<file path="src/rtl/vfdec_pkg.sv">
package vfdec_pkg;

    parameter int RID_W = 8;
    parameter int FLD_W = 16;

    localparam int SPAN_W    = 2 * FLD_W + 2;
    localparam int RID_SPACE = 1 << RID_W;
    localparam int WORD_W    = 32;

    typedef logic [RID_W-1:0]  rid_t;
    typedef logic [FLD_W-1:0]  fld_t;
    typedef logic [SPAN_W-1:0] span_t;

    localparam logic [WORD_W-1:0] VF_ID_WORD = '1;

    typedef struct packed {
        logic              hit;
        fld_t              index;
        rid_t              pf_rid;
        logic [WORD_W-1:0] id_word;
    } rev_res_t;

    typedef struct packed {
        rid_t quo;
        rid_t rem;
    } divres_t;

    // Restoring division of a routing distance by the stride, one bit per step.
    function automatic divres_t rid_divide(rid_t num, fld_t den);
        logic [FLD_W:0] acc;
        divres_t        r;
        acc = '0;
        r   = '0;
        for (int b = RID_W - 1; b >= 0; b--) begin
            acc = {acc[FLD_W-1:0], num[b]};
            if (acc >= {1'b0, den}) begin
                acc      = acc - {1'b0, den};
                r.quo[b] = 1'b1;
            end
        end
        r.rem = acc[RID_W-1:0];
        return r;
    endfunction

    // Full-precision routing address of VF number idx.
    function automatic span_t vf_span(rid_t pf, fld_t off, fld_t stride, fld_t idx);
        return span_t'(pf) + span_t'(off) + span_t'(idx) * span_t'(stride);
    endfunction

endpackage

</file>
<file path="src/rtl/vfdec_cfg_check.sv">
module vfdec_cfg_check
    import vfdec_pkg::*;
(
    input  logic rst,
    input  rid_t pf_rid,
    input  fld_t vf_offset,
    input  fld_t vf_stride,
    input  fld_t total_vfs,
    input  fld_t num_vfs,
    input  logic vf_enable,
    output logic cfg_err,
    output fld_t active_cnt
);

    span_t last_addr;
    logic  populated;
    logic  overflow;
    logic  zero_gap;
    fld_t  capped;

    assign populated = (total_vfs != '0);
    assign last_addr = vf_span(pf_rid, vf_offset, vf_stride,
                               populated ? (total_vfs - fld_t'(1)) : '0);
    assign overflow  = populated && (last_addr >= span_t'(RID_SPACE));
    assign zero_gap  = populated && (vf_offset == '0);
    assign cfg_err   = overflow | zero_gap;

    assign capped     = (num_vfs < total_vfs) ? num_vfs : total_vfs;
    assign active_cnt = (vf_enable && !cfg_err) ? capped : '0;

    always_comb begin
        if (!rst) begin
            assert_active_capped_R8: assert (active_cnt <= total_vfs && active_cnt <= num_vfs);
            assert_empty_clean_R12:  assert (total_vfs != '0 || (!cfg_err && active_cnt == '0));
        end
    end

endmodule

</file>
<file path="src/rtl/vfdec_forward.sv">
module vfdec_forward
    import vfdec_pkg::*;
(
    input  logic rst,
    input  rid_t pf_rid,
    input  fld_t vf_offset,
    input  fld_t vf_stride,
    input  fld_t active_cnt,
    input  fld_t fwd_idx,
    output logic fwd_hit,
    output rid_t fwd_rid
);

    span_t addr;

    assign addr    = vf_span(pf_rid, vf_offset, vf_stride, fwd_idx);
    assign fwd_hit = (fwd_idx < active_cnt);
    assign fwd_rid = addr[RID_W-1:0];

    // An active index must land inside the routing space without wrapping.
    always_comb begin
        if (!rst) begin
            assert_fwd_in_space_R2: assert (!fwd_hit || addr < span_t'(RID_SPACE));
        end
    end

endmodule

</file>
<file path="src/rtl/vfdec_reverse.sv">
module vfdec_reverse
    import vfdec_pkg::*;
(
    input  logic     clk,
    input  logic     rst,
    input  rid_t     pf_rid,
    input  fld_t     vf_offset,
    input  fld_t     vf_stride,
    input  fld_t     active_cnt,
    input  logic     lk_valid,
    input  rid_t     lk_rid,
    output rev_res_t res_q
);

    span_t   base;
    logic    above;
    rid_t    delta;
    divres_t dv;
    logic    on_grid;
    fld_t    cand_idx;
    logic    cand_hit;

    assign base  = span_t'(pf_rid) + span_t'(vf_offset);
    assign above = (span_t'(lk_rid) >= base);
    assign delta = lk_rid - base[RID_W-1:0];
    assign dv    = rid_divide(delta, vf_stride);

    always_comb begin
        if (vf_stride == '0) begin
            on_grid  = (delta == '0);
            cand_idx = '0;
        end else begin
            on_grid  = (dv.rem == '0);
            cand_idx = fld_t'(dv.quo);
        end
        cand_hit = above && on_grid && (cand_idx < active_cnt);
    end

    always_ff @(posedge clk) begin
        if (rst) begin
            res_q <= '0;
        end else if (lk_valid && cand_hit) begin
            res_q.hit     <= 1'b1;
            res_q.index   <= cand_idx;
            res_q.pf_rid  <= pf_rid;
            res_q.id_word <= VF_ID_WORD;
        end else begin
            res_q <= '0;
        end
    end

    assert_idx_active_R8: assert property (@(posedge clk) disable iff (rst)
        res_q.hit |-> (res_q.index < $past(active_cnt)));
    assert_stride0_first_R6: assert property (@(posedge clk) disable iff (rst)
        (res_q.hit && $past(vf_stride) == '0) |-> (res_q.index == '0));
    assert_no_strobe_R11: assert property (@(posedge clk) disable iff (rst)
        !lk_valid |=> !res_q.hit);
    assert_owner_id_R10: assert property (@(posedge clk) disable iff (rst)
        res_q.hit |-> (res_q.pf_rid == $past(pf_rid)));

endmodule

</file>
<file path="src/rtl/vf_rid_decoder.sv">
module vf_rid_decoder
    import vfdec_pkg::*;
(
    input  logic              clk,
    input  logic              rst,
    input  logic [RID_W-1:0]  pf_rid,
    input  logic [FLD_W-1:0]  vf_offset,
    input  logic [FLD_W-1:0]  vf_stride,
    input  logic [FLD_W-1:0]  total_vfs,
    input  logic [FLD_W-1:0]  num_vfs,
    input  logic              vf_enable,
    input  logic              lk_valid,
    input  logic [RID_W-1:0]  lk_rid,
    input  logic [FLD_W-1:0]  fwd_idx,
    output logic              cfg_err,
    output logic              rev_hit,
    output logic [FLD_W-1:0]  rev_index,
    output logic [RID_W-1:0]  rev_pf_rid,
    output logic [WORD_W-1:0] rev_id_word,
    output logic              fwd_hit,
    output logic [RID_W-1:0]  fwd_rid
);

    fld_t     active_cnt;
    rev_res_t res;

    vfdec_cfg_check u_cfg (
        .rst        (rst),
        .pf_rid     (pf_rid),
        .vf_offset  (vf_offset),
        .vf_stride  (vf_stride),
        .total_vfs  (total_vfs),
        .num_vfs    (num_vfs),
        .vf_enable  (vf_enable),
        .cfg_err    (cfg_err),
        .active_cnt (active_cnt)
    );

    vfdec_forward u_fwd (
        .rst        (rst),
        .pf_rid     (pf_rid),
        .vf_offset  (vf_offset),
        .vf_stride  (vf_stride),
        .active_cnt (active_cnt),
        .fwd_idx    (fwd_idx),
        .fwd_hit    (fwd_hit),
        .fwd_rid    (fwd_rid)
    );

    vfdec_reverse u_rev (
        .clk        (clk),
        .rst        (rst),
        .pf_rid     (pf_rid),
        .vf_offset  (vf_offset),
        .vf_stride  (vf_stride),
        .active_cnt (active_cnt),
        .lk_valid   (lk_valid),
        .lk_rid     (lk_rid),
        .res_q      (res)
    );

    assign rev_hit     = res.hit;
    assign rev_index   = res.index;
    assign rev_pf_rid  = res.pf_rid;
    assign rev_id_word = res.id_word;

    assert_err_blocks_R4: assert property (@(posedge clk) disable iff (rst)
        rev_hit |-> !$past(cfg_err));
    assert_enable_gate_R7: assert property (@(posedge clk) disable iff (rst)
        rev_hit |-> $past(vf_enable));

endmodule

</file>
<file path="config.mk">
export PLATFORM = sky130hd
export DESIGN_NAME = vf_rid_decoder
export DESIGN_NICKNAME = d
export VERILOG_FILES = /design/src/rtl/vfdec_pkg.sv /design/src/rtl/vfdec_cfg_check.sv /design/src/rtl/vfdec_forward.sv /design/src/rtl/vfdec_reverse.sv /design/src/rtl/vf_rid_decoder.sv
export SDC_FILE = /design/constraint.sdc
export NUM_CORES = 1
export LEC_CHECK = 0
export ABC_AREA = 1
export BUFFER_PORTS_ARGS = -buffer_cell sky130_fd_sc_hd__buf_2
export CORE_ASPECT_RATIO = 0.7
export CORE_MARGIN = 2
export CORE_UTILIZATION = 64
export DETAILED_ROUTE_END_ITERATION = 8
export HOLD_SLACK_MARGIN = 0.03
export PLACE_DENSITY = 0.84
export SYNTH_ARGS = -nofsm -noshare
export SYNTH_HDL_FRONTEND = slang
export SYNTH_SLANG_ARGS = --single-unit
</file>
<file path="constraint.sdc">
create_clock -name clk -period 27.5 [get_ports clk]
set_input_delay 4.125 -clock clk [delete_from_list [all_inputs] [get_ports clk]]
set_output_delay 4.125 -clock clk [all_outputs]
set_load 0.01 [all_outputs]
</file>
# --- Yosys cells after proc, flatten, opt, wreduce, memory -nomap -nowiden ---
# Index checks and enable logic that the tools add are counted.
word_totals:
  out_inout_bits: 67
  reg_bits: 57
  wordCells: 69
classes:
  reduce_logical: 13
  n_addsub: 13
  bitwise: 2
  order_cmp: 13
  mul: 2
  muxes: 22
ops:
  columns: ["cell", "count"]
  rows:
  - ["2-to-1 mux 16 bit", 10]
  - [">= comparator 17 x 16 -> 1 bit", 7]
  - ["subtractor 16 bit", 6]
  - ["2-to-1 mux 57 bit", 1]
  - [">= comparator 34 x 9 -> 1 bit (second input constant)", 1]
  - ["adder 17 x 32 -> 33 bit", 1]
  - ["zero test 16 bit", 2]
  - ["< comparator 16 bit", 2]
  - ["multiplier 16 x 16 -> 32 bit", 1]
  - ["adder 8 x 16 -> 17 bit", 1]
  - [">= comparator 8 x 17 -> 1 bit", 1]
  - [">= comparator 1 x 16 -> 1 bit", 1]
  - ["zero test 8 bit", 2]
  - ["< comparator 8 x 16 -> 1 bit", 1]
  - ["multiplier 16 x 16 -> 8 bit", 1]
  - ["2-to-1 mux 8 bit", 2]
  - ["nonzero test 16 bit", 1]
  - ["subtractor 1 x 16 -> 16 bit", 1]
  - ["subtractor 16 x 1 -> 16 bit (second input constant)", 1]
  - ["subtractor 8 bit", 2]
  - ["2-to-1 mux 1 bit", 9]
  - ["adder 8 bit", 1]
  - ["logical AND 1 bit", 6]
  - ["OR reduction 2 bit", 1]
  - ["other kinds (3)", 3]

# --- Depth between registers and ports, before layout ---
# Gate-level depths: netlist of the first run.
depth:
  ltp_word: 25
  depth_mapped: 152
  ltp_nobuf: 147

# --- Cells and area by module ---
# Synthesis of the first run repeated with hierarchy kept, for this count alone.
hier_totals:
  cells_unflattened: 3206
  area_unflattened_um2: 21348.0
by_module_without_submodules:
  columns: ["module", "instances", "area_each_um2", "cells_each"]
  rows:
  - ["vfdec_cfg_check", 1, 11292.1, 1616]
  - ["vfdec_reverse", 1, 8200.4, 1306]
  - ["vfdec_forward", 1, 1855.5, 284]

# --- Worst setup path after synthesis of the first run ---
# Ideal clock, no wire load.
synth_path:
  path_kind: "input-to-reg"
  from: "input pf_rid[0]"
  to: "register u_rev.res_q[41] (netlist bit)"
  path_buffers: 9
  t_required_ps: 27439
  t_arrival_ps: 22847
  slack_ps: 4591
  cell_stages: 143
  path_cell_list: "ha_1 -> fa_1 -> nand2_1 -> inv_1 -> nor2_1 -> inv_1 -> ha_1 -> a21oi_1 -> o21ai_0 -> a21o_1 -> o21ai_0 -> nor2_1 -> o21ai_0 -> nand2_1 -> nand2_1 -> nand2_1 -> ha_1 -> nor3_1 -> [107 not listed] -> o21ai_0 -> o211ai_1 -> nand3_1 -> nand2_1 -> a211oi_1 -> nand3_2 -> nand2_2 -> nand2_1 -> nand2_1 -> nand2_1 -> nand2_1 -> nand2_1 -> nand2_1 -> nand2_1 -> nand2_1 -> nand2_4 -> buf_8 -> nor2_4"
synth_between:
  elab_chain_len: 25
  elab_cells_between_ends: 52
  classes_between: "11 x add/sub; 11 x order compare; 19 x mux; 2 x bitwise; 9 x reduce/logical"
synth_rtl:
  columns: ["element", "line", "source"]
  rows:
  - ["start, declared", "vf_rid_decoder.sv:6", "input logic [RID_W-1:0] pf_rid,"]
  - ["adder 8 x 16 -> 17 bit (*)", "vfdec_pkg.sv:47, vfdec_reverse.sv:23", null]
  - ["branches (longest 24 deep; another with subtractor 1 x 16 -> 16 bit)", null, null]
  - ["end, declared", "vfdec_reverse.sv:12", "output rev_res_t res_q"]
# Every way passes the cells marked *.
# A chain may end at the register's enable or synchronous reset.

# --- Final worst setup path of the first run ---
layout_path:
  from: "input pf_rid[0]"
  to: "register u_rev.res_q[32] (netlist bit)"
layout_between:
  elab_chain_len: 25
  elab_cells_between_ends: 52
  classes_between: "11 x add/sub; 11 x order compare; 19 x mux; 2 x bitwise; 9 x reduce/logical"
layout_rtl:
  columns: ["element"]
  rows:
  - ["branches (longest 25 deep; another with adder 8 x 16 -> 17 bit)"]
# Several ways; the timed one is not identified.

==> results.tsv, run 1 <==
stage	metric	value	unit
synthesis	Primary FF master, synth	dfxtp_1	
detailed_routing	met3 WL post-DR	8.77	mm
synthesis	count of different cell masters after synthesis	65	
synthesis	top cells by area, synth	fa_1 (25%), ha_1 (19%), nand2_1 (11%)	
synthesis	Synth Warn #	0	
synthesis	Mapped Avg Cell Area	7.07	um2
detailed_routing	wire length on met2	24.7	mm
clocking	H-tree depth	1	
grt	first-pass GRT wire length	94.9	mm
detailed_routing	DRT iter0 DRCs	2372	
floorplan	Core ar.	29800	um2
grt	number of global-route vias before repair	17800	
power_and_ir_drop	Pleak	11.1	nW
finish	Final Instance Count excl. Fillers	3198	
power_and_ir_drop	Worst VDD drop	272	uV
synthesis	most frequent cells after synthesis	nand2_1 (565), inv_1 (502), ha_1 (293)	
min_path	hold crit path type	input port to flip-flop	
finish	max FFs per register	17	
finish	Post-layout nets	3441	
finish	Regs by FF count	u_rev.res_q: 17 flops	
detailed_routing	Vias	19200	
floorplan	# IOs	167	
power_and_ir_drop	sw frac	63.3	%
sta	Setup WS post-layout	1980	ps
synthesis	EDFF count, synth	0	
floorplan	Core Rows	53	
sta	Slew HR	18.8	%
setup_path	delay-heaviest family, CP	compound AO/OA/AOI/OAI gates	
grt	antenna violations before repair	5	
sta	final setup fails	0	
clocking	clk sinks	17	
setup_path	Worst Setup End Kind	flip-flop	
finish	Area growth syn-to-layout	5.24	%
finish	Finished Cell Area	20300	um2
detailed_routing	post-route ant nets	0	
setup_path	critical path class	input port to flip-flop	
floorplan	initial core utilization	64.5	%
setup_path	Buffers & Inverters on Critical Path	13	
setup_path	max incr delay on CP	420	ps
detailed_routing	routed length per instance	19.1	um
synthesis	cell with the most instances after synthesis	nand2_1	
setup_path	CP most frequent cell	nand2_1	
sta	Slew @ Worst Pin	1220	ps
synthesis	Async SR Flop Fraction	0	%
clocking	Worst-path clk slew	50	ps
finish	fraction of layout cells with a size suffix above 1	9.54	%
finish	Reg area	340	um2
power_and_ir_drop	Clock power frac	1.2	%
power_and_ir_drop	Gate power share	97.7	%
sta	minimum clock period	25520	ps
sta	period utilization	92.8	%
clocking	CTS Buf Count	3	
setup_path	Critical Path Fanout Max	24	
synthesis	post-synthesis cell count	2723	
finish	area occupied by multi-input gates	16500	um2
sta	fmax	39.2	MHz
clocking	Root Buffer	clkbuf_16	
sta	count of final hold-check violations	0	
detailed_routing	DR top layer	met5	
setup_path	type of origin of the critical path	input port	
setup_path	CP max-delay cell	ha_1	
grt	total grt overflow	0	
placed_design	I/O Buffers	158	
run	max-cap violations	0	
finish	Layout fillers	2585	
synthesis	area leader, netlist	fa_1	
floorplan	die area	31500	um2
synthesis	register area share after synthesis	1.77	%
synthesis	Post-Syn Area	19300	um2
detailed_routing	vias per inst	5.99	
detailed_routing	DRC violations left	0	
synthesis	synthesized flop and latch total	17	
finish	Biggest register	u_rev.res_q	
setup_path	Worst Path Arrival	25700	ps
setup_path	WP data required	27680	ps
placed_design	Placed Area	20100	um2
clocking	CTS tree	built	
detailed_routing	DRT met1 WL	25.3	mm
grt	total track usage	38.9	%
placed_design	Place WS	383	ps
power_and_ir_drop	Psw	0.00151	W
placed_design	RePlAce Congestion	1.02	
synthesis	top-area cell type share of the netlist area	24.8	%
sta	max-slew violations	0	
grt	pin count of the biggest net entering global routing	34	
clocking	Longest Clk Path Bufs	2	
placed_design	HPWL after detailed placement	51.0	mm
power_and_ir_drop	Pwr Density	118	nW/um2
power_and_ir_drop	internal power	0.000877	W
placed_design	placed cell count	3184	
power_and_ir_drop	Seq pwr share	1.0	%
detailed_routing	total routed wirelength	61.2	mm
sta	worst hold margin	4110	ps
floorplan	Die Y	149	um
floorplan	Die Span X	211	um
detailed_routing	router iterations before antenna repair	5	
status	status	complete, no violations	
-- placed cells by master, fill, tap and decap left out, drive strengths merged, types with 10 or more instances in the layout --
| cell type | count |
|---|---|
| nand2 | 585 |
| inv | 509 |
| ha | 293 |
| fa | 239 |
| nor2 | 237 |
| a21oi | 177 |
| buf | 174 |
| o21ai | 144 |
| xor2 | 87 |
| nand3 | 76 |
| xnor2 | 65 |
| nand4 | 36 |
| nor3 | 31 |
| dfxtp | 17 |
| nor4 | 15 |
| o211ai | 14 |
| o21bai | 12 |
| a31oi | 11 |
| o21a | 10 |
-- layer usage --
metal | global-route usage [%] | up-vias
met3 | 9.77 | 187
met2 | 56.7 | 1324
li1 | - | 8760
met4 | 12.7 | 4
met1 | 56.4 | 8894
met5 | 0 | -
-- stage by stage --
step / util (%) / setup TNS (ps) / power [W]
2_1_floorplan: - / 0 / 0.00172
3_3_place_gp: 67.2 / 0 / 0.00219
3_5_place_dp: 67.2 / 0 / 0.00226
4_1_cts: 67.5 / 0 / 0.00231
5_1_grt: 67.9 / -91.4 / 0.00267
6_report: 67.9 / 0 / 0.00239
-- worst paths after layout --
path	startpoint	cells past startpoint	endpoint
setup / recovery	pf_rid[0]	143	u_rev.res_q[32]
hold / removal	pf_rid[0]	3	u_rev.res_q[32]
-- repair_timing --
action / 4_1_cts / 5_1_grt
resized for setup: 0 / 24
endpoints found under the setup margin: 0 / 17
hold buffers: 0 / 0
buffers inserted: 0 / 2
-- kinds of logic (layout without fill, tap and decap cells) --
| family | Yosys count | after routing | share of synthesized area, % |
|---|---|---|---|
| buffers and inverters | 621 | 698 | 13.3 |
| other | 1 | 13 | 0.0195 |
| XOR/XNOR | 152 | 152 | 6.91 |
| flip-flops | 17 | 17 | 1.77 |
| adder cells (fa/ha/maj) | 532 | 532 | 43.9 |
| AO/OA/AOI/OAI | 403 | 403 | 11.7 |
| AND/OR/NAND/NOR | 997 | 998 | 22.5 |
-- tightest hold or removal path, delay by kind of cell --
| family | cells | cell delay [ps] |
|---|---|---|
| and+or+nand+nor | 1 | 40 |
| buffers and inverters | 2 | 150 |
-- power groups by stage --
stage | registers, W | logic, W | clock network [W]
floorplan | 0.0000252 | 0.00169 | 0
global placement | 0.0000252 | 0.00217 | 0
detailed placement | 0.0000252 | 0.00223 | 0
CTS | 0.0000247 | 0.00226 | 0.0000297
global route | 0.0000246 | 0.00262 | 0.0000313
finish | 0.0000247 | 0.00233 | 0.0000295
-- layout make-up --
cell class	instances	area share, %
well taps	385	2.38
repair buffers	174	4.49
inverters	518	9.67
diodes	5	0.0617
repair inverters	2	0.0494
clock buffers	4	0.389
multi-input cells	2093	81.3
flip-flops and latches	17	1.68
Note: power is estimated with default switching activity, not from simulation.
==> run 2: changes to the inputs <==
--- a/config.mk
+++ b/config.mk
@@ -12,6 +12,7 @@
 export CORE_UTILIZATION = 64
 export DETAILED_ROUTE_END_ITERATION = 8
 export HOLD_SLACK_MARGIN = 0.03
+export MAX_ROUTING_LAYER = met4
 export PLACE_DENSITY = 0.84
 export SYNTH_ARGS = -nofsm -noshare
 export SYNTH_HDL_FRONTEND = slang
==> run 2 against run 1 <==
Net effect:
- final area about the same
- cell count about the same
- hold slack worse by 13 ps
- largest cell class unchanged
- largest power group unchanged
- sequential power about the same
- fmax down 1.2%
- first-iteration DRC count down 9.1%
- clock power about the same
==> results.tsv, run 2 (synthesis gave the netlist of run 1 again) <==
stage	metric	value	unit	change
floorplan	initial core utilization	64.5	%	unchanged
setup_path	crit path to	u_rev.res_q[36]		
grt	number of global-route vias before repair	18100		+1.9%
floorplan	Die Span X	211	um	unchanged
finish	Layout fillers	2573		-0.46%
placed_design	I/O Buffers	158		unchanged
detailed_routing	post-route ant nets	0		unchanged
setup_path	Worst Setup End Kind	flip-flop		
detailed_routing	router iterations before antenna repair	6		+1
setup_path	Worst path depth	140		-2.1%
power_and_ir_drop	Pwr Total	0.00238	W	-0.33%
setup_path	Worst Path Arrival	25960	ps	+260 ps
floorplan	Die Y	149	um	unchanged
sta	minimum clock period	25820	ps	+305 ps
sta	Slew HR	23.9	%	+5.1 points
clocking	Longest Clk Path Bufs	2		unchanged
power_and_ir_drop	Seq pwr share	1.0	%	about the same
setup_path	WP data required	27640	ps	-40 ps
finish	Post-layout nets	3441		unchanged
setup_path	Critical Path Source	pf_rid[0]		
power_and_ir_drop	Clock power frac	1.2	%	about the same
detailed_routing	vias per inst	5.96		-0.49%
status	status	complete, no violations		
sta	Slew @ Worst Pin	1140	ps	-79.9 ps
floorplan	die area	31500	um2	unchanged
detailed_routing	routed length per instance	19.2	um	+0.54%
setup_path	Buffers & Inverters on Critical Path	11		-2
finish	Regs by FF count	u_rev.res_q: 17 flops		
finish	most frequent cells in the layout	nand2_1 (565), inv_1 (501), ha_1 (293)		
setup_path	CP max-delay cell	ha_1		
setup_path	critical path class	input port to flip-flop		
sta	period utilization	93.9	%	+1.1 points
finish	Biggest register	u_rev.res_q		
run	max-cap violations	0		unchanged
power_and_ir_drop	Pwr Density	117	nW/um2	-0.30%
power_and_ir_drop	Pleak	11.1	nW	-0.13%
grt	antenna violations before repair	3		-2
grt	total grt overflow	0		unchanged
finish	Area growth syn-to-layout	5.21	%	about the same
clocking	CTS Buf Count	3		unchanged
placed_design	HPWL after detailed placement	51.2	mm	+0.38%
finish	max FFs per register	17		unchanged
setup_path	Critical Path Fanout Max	24		unchanged
grt	total track usage	40.3	%	+1.4 points
finish	Final Util	67.9	%	about the same
clocking	CTS tree	built		
floorplan	Core Rows	53		unchanged
detailed_routing	Vias	19100		-0.52%
grt	pin count of the biggest net entering global routing	34		unchanged
finish	commonest non-fill, non-tap cell in the layout	nand2_1		
detailed_routing	DRT iter0 DRCs	2155		-9.1%
setup_path	CP most frequent cell	nand2_1		
detailed_routing	DRC violations left	0		unchanged
setup_path	delay-heaviest family, CP	compound AO/OA/AOI/OAI gates		
sta	fmax	38.7	MHz	-1.2%
grt	first-pass GRT wire length	95.4	mm	+0.53%
clocking	clk sinks	17		unchanged
min_path	hold-critical path depth	3		unchanged
sta	count of final hold-check violations	0		unchanged
power_and_ir_drop	Psw	0.00151	W	-0.37%
finish	fraction of layout cells with a size suffix above 1	9.40	%	-0.14 points
power_and_ir_drop	sw frac	63.2	%	about the same
min_path	hold crit path type	input port to flip-flop		
sta	final setup fails	0		unchanged
placed_design	RePlAce Congestion	1.01		-0.24%
floorplan	Core ar.	29800	um2	unchanged
floorplan	# IOs	167		unchanged
detailed_routing	total routed wirelength	61.5	mm	+0.50%
sta	max-slew violations	0		unchanged
power_and_ir_drop	Worst VDD drop	237	uV	-13%
setup_path	max incr delay on CP	410	ps	about the same
clocking	H-tree depth	1		unchanged
clocking	Worst-path clk slew	50	ps	about the same
power_and_ir_drop	Gate power share	97.7	%	about the same
clocking	Root Buffer	clkbuf_16		
setup_path	type of origin of the critical path	input port		
power_and_ir_drop	internal power	0.000875	W	-0.25%
## run 2: cell count changes in the layout (fill, tap and decap cells not counted), sizes merged
cell	before	now
clkinvlp	4	2
diode	5	4
clkinv	7	8
buf	174	175
## run 2: power by group through the flow
| stage | Combinational [W] | Sequential [W] | Clock [W] |
|---|---|---|---|
| after floorplan | 0.00169 | 0.0000252 | 0 |
| final | 0.00233 | 0.0000247 | 0.0000297 |
| after detailed placement | 0.00224 | 0.0000252 | 0 |
| after global placement | 0.00217 | 0.0000252 | 0 |
| after CTS | 0.00226 | 0.0000247 | 0.0000294 |
| after global routing | 0.00261 | 0.0000246 | 0.0000306 |
## run 2: how the worst min path moves through the flow
| stage | startpoint | to | slack (ps) |
|---|---|---|---|
| after global placement | pf_rid[0] | u_rev.res_q[32] | 4370 |
| after detailed placement | pf_rid[0] | u_rev.res_q[32] | 4360 |
| after floorplan | pf_rid[0] | u_rev.res_q[32] | 4240 |
| after CTS | pf_rid[0] | u_rev.res_q[32] | 4100 |
| final | pf_rid[0] | u_rev.res_q[32] | 4100 |
| after global routing | pf_rid[3] | u_rev.res_q[35] | 4120 |
## run 2: cell type report
type / count / area (um2) / area share [%]
repair inverters: 1 / 5.00 / 0.0247
flip-flops and latches: 17 / 340 / 1.68
repair buffers: 175 / 918 / 4.53
multi-input cells: 2093 / 16500 / 81.3
clock buffers: 4 / 78.8 / 0.389
inverters: 518 / 1960 / 9.65
well taps: 385 / 482 / 2.38
diodes: 4 / 10.0 / 0.0494
## run 2: per-stage QoR
stage	setup TNS (ps)	setup slack [ps]	hold slack (ps)	area [um2]	cells
after floorplan	0	4590	4240	19300	2730
after global placement	0	1910	4370	20100	3186
after detailed placement	0	664	4360	20100	3186
after CTS	0	778	4100	20200	3190
after global routing	-288	-49.9	4120	20300	3196
final	0	1680	4100	20300	3197
## run 2: routing by layer
layer,vias to the layer above,track usage [%],share of wire [%]
met4,0,13.6,3.9
met2,1235,56.6,40
met1,8898,56.1,42
li1,8761,-,-
met3,176,10.8,14
met5,-,-,0
## run 2: what timing repair did
action | 4_1_cts | 5_1_grt
gates resized for setup | 0 | 19
buffers inserted | 0 | 1
setup endpoints to repair | 0 | 17
hold buffers | 0 | 0
==> run 3: changes to the inputs <==
--- a/config.mk
+++ b/config.mk
@@ -13,7 +13,7 @@
 export DETAILED_ROUTE_END_ITERATION = 8
 export HOLD_SLACK_MARGIN = 0.03
 export MAX_ROUTING_LAYER = met4
-export PLACE_DENSITY = 0.84
+export PLACE_DENSITY = 0.9
 export SYNTH_ARGS = -nofsm -noshare
 export SYNTH_HDL_FRONTEND = slang
 export SYNTH_SLANG_ARGS = --single-unit
==> run 3 against run 2 <==
Net effect:
- clock-buffer cell count unchanged
- combinational power about the same
- sequential share of layout area is essentially flat
- die area is the same
- via count rose by 0.80%
- critical path depth is 2 lower
- critical endpoint is now u_rev.res_q[35]
- global-route usage rose by 0.67 points
- hold slack improved by 5.8 ps
- critical path type unchanged
- routed wire length is 1.7% higher
- final area increased by 0.38%
==> results.tsv, run 3 (synthesis gave the netlist of run 1 again) <==
stage	metric	value	unit	change
status	status	complete, no violations		
sta	final setup fails	0		unchanged
sta	Slew HR	19.8	%	-4.1 points
detailed_routing	router iterations before antenna repair	8		+2
finish	Regs by FF count	u_rev.res_q: 17 flops		
power_and_ir_drop	Pleak	11.2	nW	+0.37%
setup_path	type of origin of the critical path	input port		
detailed_routing	post-route ant nets	0		unchanged
power_and_ir_drop	Worst VDD drop	246	uV	+3.8%
sta	minimum clock period	25580	ps	-242 ps
sta	worst hold margin	4100	ps	+5.77 ps
setup_path	Worst Path Arrival	25770	ps	-190 ps
grt	total track usage	41.0	%	+0.67 points
setup_path	max incr delay on CP	670	ps	+260 ps
detailed_routing	routed length per instance	19.6	um	+1.6%
min_path	hold-critical path depth	3		unchanged
clocking	clk sinks	17		unchanged
setup_path	Worst Setup End Kind	flip-flop		
sta	fmax	39.1	MHz	+0.95%
grt	first-pass GRT wire length	97.4	mm	+2.0%
setup_path	critical path class	input port to flip-flop		
sta	Setup WS post-layout	1920	ps	+242 ps
clocking	H-tree depth	1		unchanged
detailed_routing	DRC violations left	0		unchanged
setup_path	CP most frequent cell	nand2_1		
floorplan	Die Span X	211	um	unchanged
floorplan	Core ar.	29800	um2	unchanged
placed_design	HPWL after detailed placement	51.6	mm	+0.80%
detailed_routing	vias per inst	6.01		+0.77%
min_path	Hold EP	u_rev.res_q[38]		
floorplan	initial core utilization	64.5	%	unchanged
placed_design	RePlAce Congestion	1.01		-0.75%
placed_design	Place WS	24.5	ps	-640 ps
finish	fraction of layout cells with a size suffix above 1	9.86	%	+0.46 points
clocking	Worst-path clk slew	50	ps	about the same
detailed_routing	Vias	19200		+0.80%
grt	number of global-route vias before repair	18500		+2.0%
finish	Post-layout nets	3443		+0.058%
run	max-cap violations	0		unchanged
sta	period utilization	93.0	%	-0.88 points
placed_design	placed cell count	3185		-0.031%
clocking	# hold bufs at CTS	0		unchanged
grt	total grt overflow	0		unchanged
clocking	Longest Clk Path Bufs	2		unchanged
floorplan	die area	31500	um2	unchanged
finish	max FFs per register	17		unchanged
clocking	CTS Buf Count	3		unchanged
sta	RSZ-0062 raised after global routing	false		
finish	Layout fillers	2621		+1.9%
floorplan	# IOs	167		unchanged
finish	commonest non-fill, non-tap cell in the layout	nand2_1		
setup_path	WP data required	27690	ps	+50 ps
detailed_routing	DRT iter0 DRCs	2135		-0.93%
grt	pin count of the biggest net entering global routing	34		unchanged
finish	Area growth syn-to-layout	5.61	%	
finish	Final Instance Count excl. Fillers	3198		+0.031%
sta	count of final hold-check violations	0		unchanged
setup_path	CP max-delay cell	o21ai_0		
sta	max-slew violations	0		unchanged
finish	Biggest register	u_rev.res_q		
floorplan	Core Rows	53		unchanged
clocking	Root Buffer	clkbuf_16		
placed_design	I/O Buffers	158		unchanged
min_path	hold_sp	pf_rid[6]		
clocking	CTS tree	built		
floorplan	Die Y	149	um	unchanged
power_and_ir_drop	Pwr Density	118	nW/um2	+0.32%
sta	Fin Setup TNS	0	ps	unchanged
setup_path	delay-heaviest family, CP	compound AO/OA/AOI/OAI gates		
setup_path	Critical Path Fanout Max	24		unchanged
sta	Slew @ Worst Pin	1200	ps	+61.4 ps
detailed_routing	total routed wirelength	62.5	mm	+1.7%
setup_path	Buffers & Inverters on Critical Path	12		+1
grt	antenna violations before repair	3		unchanged
min_path	hold crit path type	input port to flip-flop		
finish	most frequent cells in the layout	nand2_1 (565), inv_1 (501), ha_1 (293)		
run 3: changes by cell type in the layout (fill, tap and decap cells not counted), moves of 2 or more:
cell        before  now
a21oi_1        176  172
a21oi_2          1    5
clkinvlp_4       1    3
o21ai_0        126  120
o21ai_2          2    7
run 3: per-stage QoR:
stage               total power [W]  util, %  area, um2
global placement            0.00222     67.3      20100
floorplan                   0.00172        -      19300
finish                      0.00240     68.2      20300
detailed placement          0.00227     67.3      20100
CTS                         0.00232     67.5      20200
global route                0.00269     68.2      20300
run 3: worst max-delay path by stage:
stage / start / to / slack [ps] / cells past startpoint
after detailed placement: pf_rid[0] / u_rev.res_q[35] / 20 / 143
after global placement: pf_rid[0] / u_rev.res_q[35] / 1300 / 143
after CTS: pf_rid[0] / u_rev.res_q[35] / 160 / 143
after global routing: pf_rid[0] / u_rev.res_q[36] / 80 / 141
after floorplan: pf_rid[0] / u_rev.res_q[41] / 4590 / 143
final: pf_rid[0] / u_rev.res_q[35] / 1920 / 138
run 3: layout make-up:
| type | instances | area (um2) | share of cell area (%) |
|---|---|---|---|
| multi-input cells | 2093 | 16500 | 81.3 |
| inverters | 518 | 1960 | 9.64 |
| repair buffers | 176 | 926 | 4.55 |
| well taps | 385 | 482 | 2.37 |
| flip-flops and latches | 17 | 340 | 1.67 |
| clock buffers | 4 | 78.8 | 0.388 |
| repair inverters | 2 | 12.5 | 0.0615 |
| diodes | 3 | 7.51 | 0.0369 |
run 3: timing repair:
item	CTS	global route
endpoints found under the hold margin	0	0
gates resized for setup	0	40
endpoints found under the setup margin	0	17
setup buffers	0	3
run 3: routing by layer:
metal  vias to the layer above  global-route usage [%]  part of all wire, %
met5                         -                       -                    0
met4                         0                    15.5                  4.3
met3                       211                    10.6                   14
met2                      1302                    58.2                   40
met1                      8953                    56.1                   41
li1                       8757                       -                    -
run 3: report_power, final:
group | switching [W] | internal [W]
registers | 0.00000000000291 | 0.0000247
logic | 0.00151 | 0.000832
clock network | 0.00000973 | 0.0000197
total | 0.00152 | 0.000876
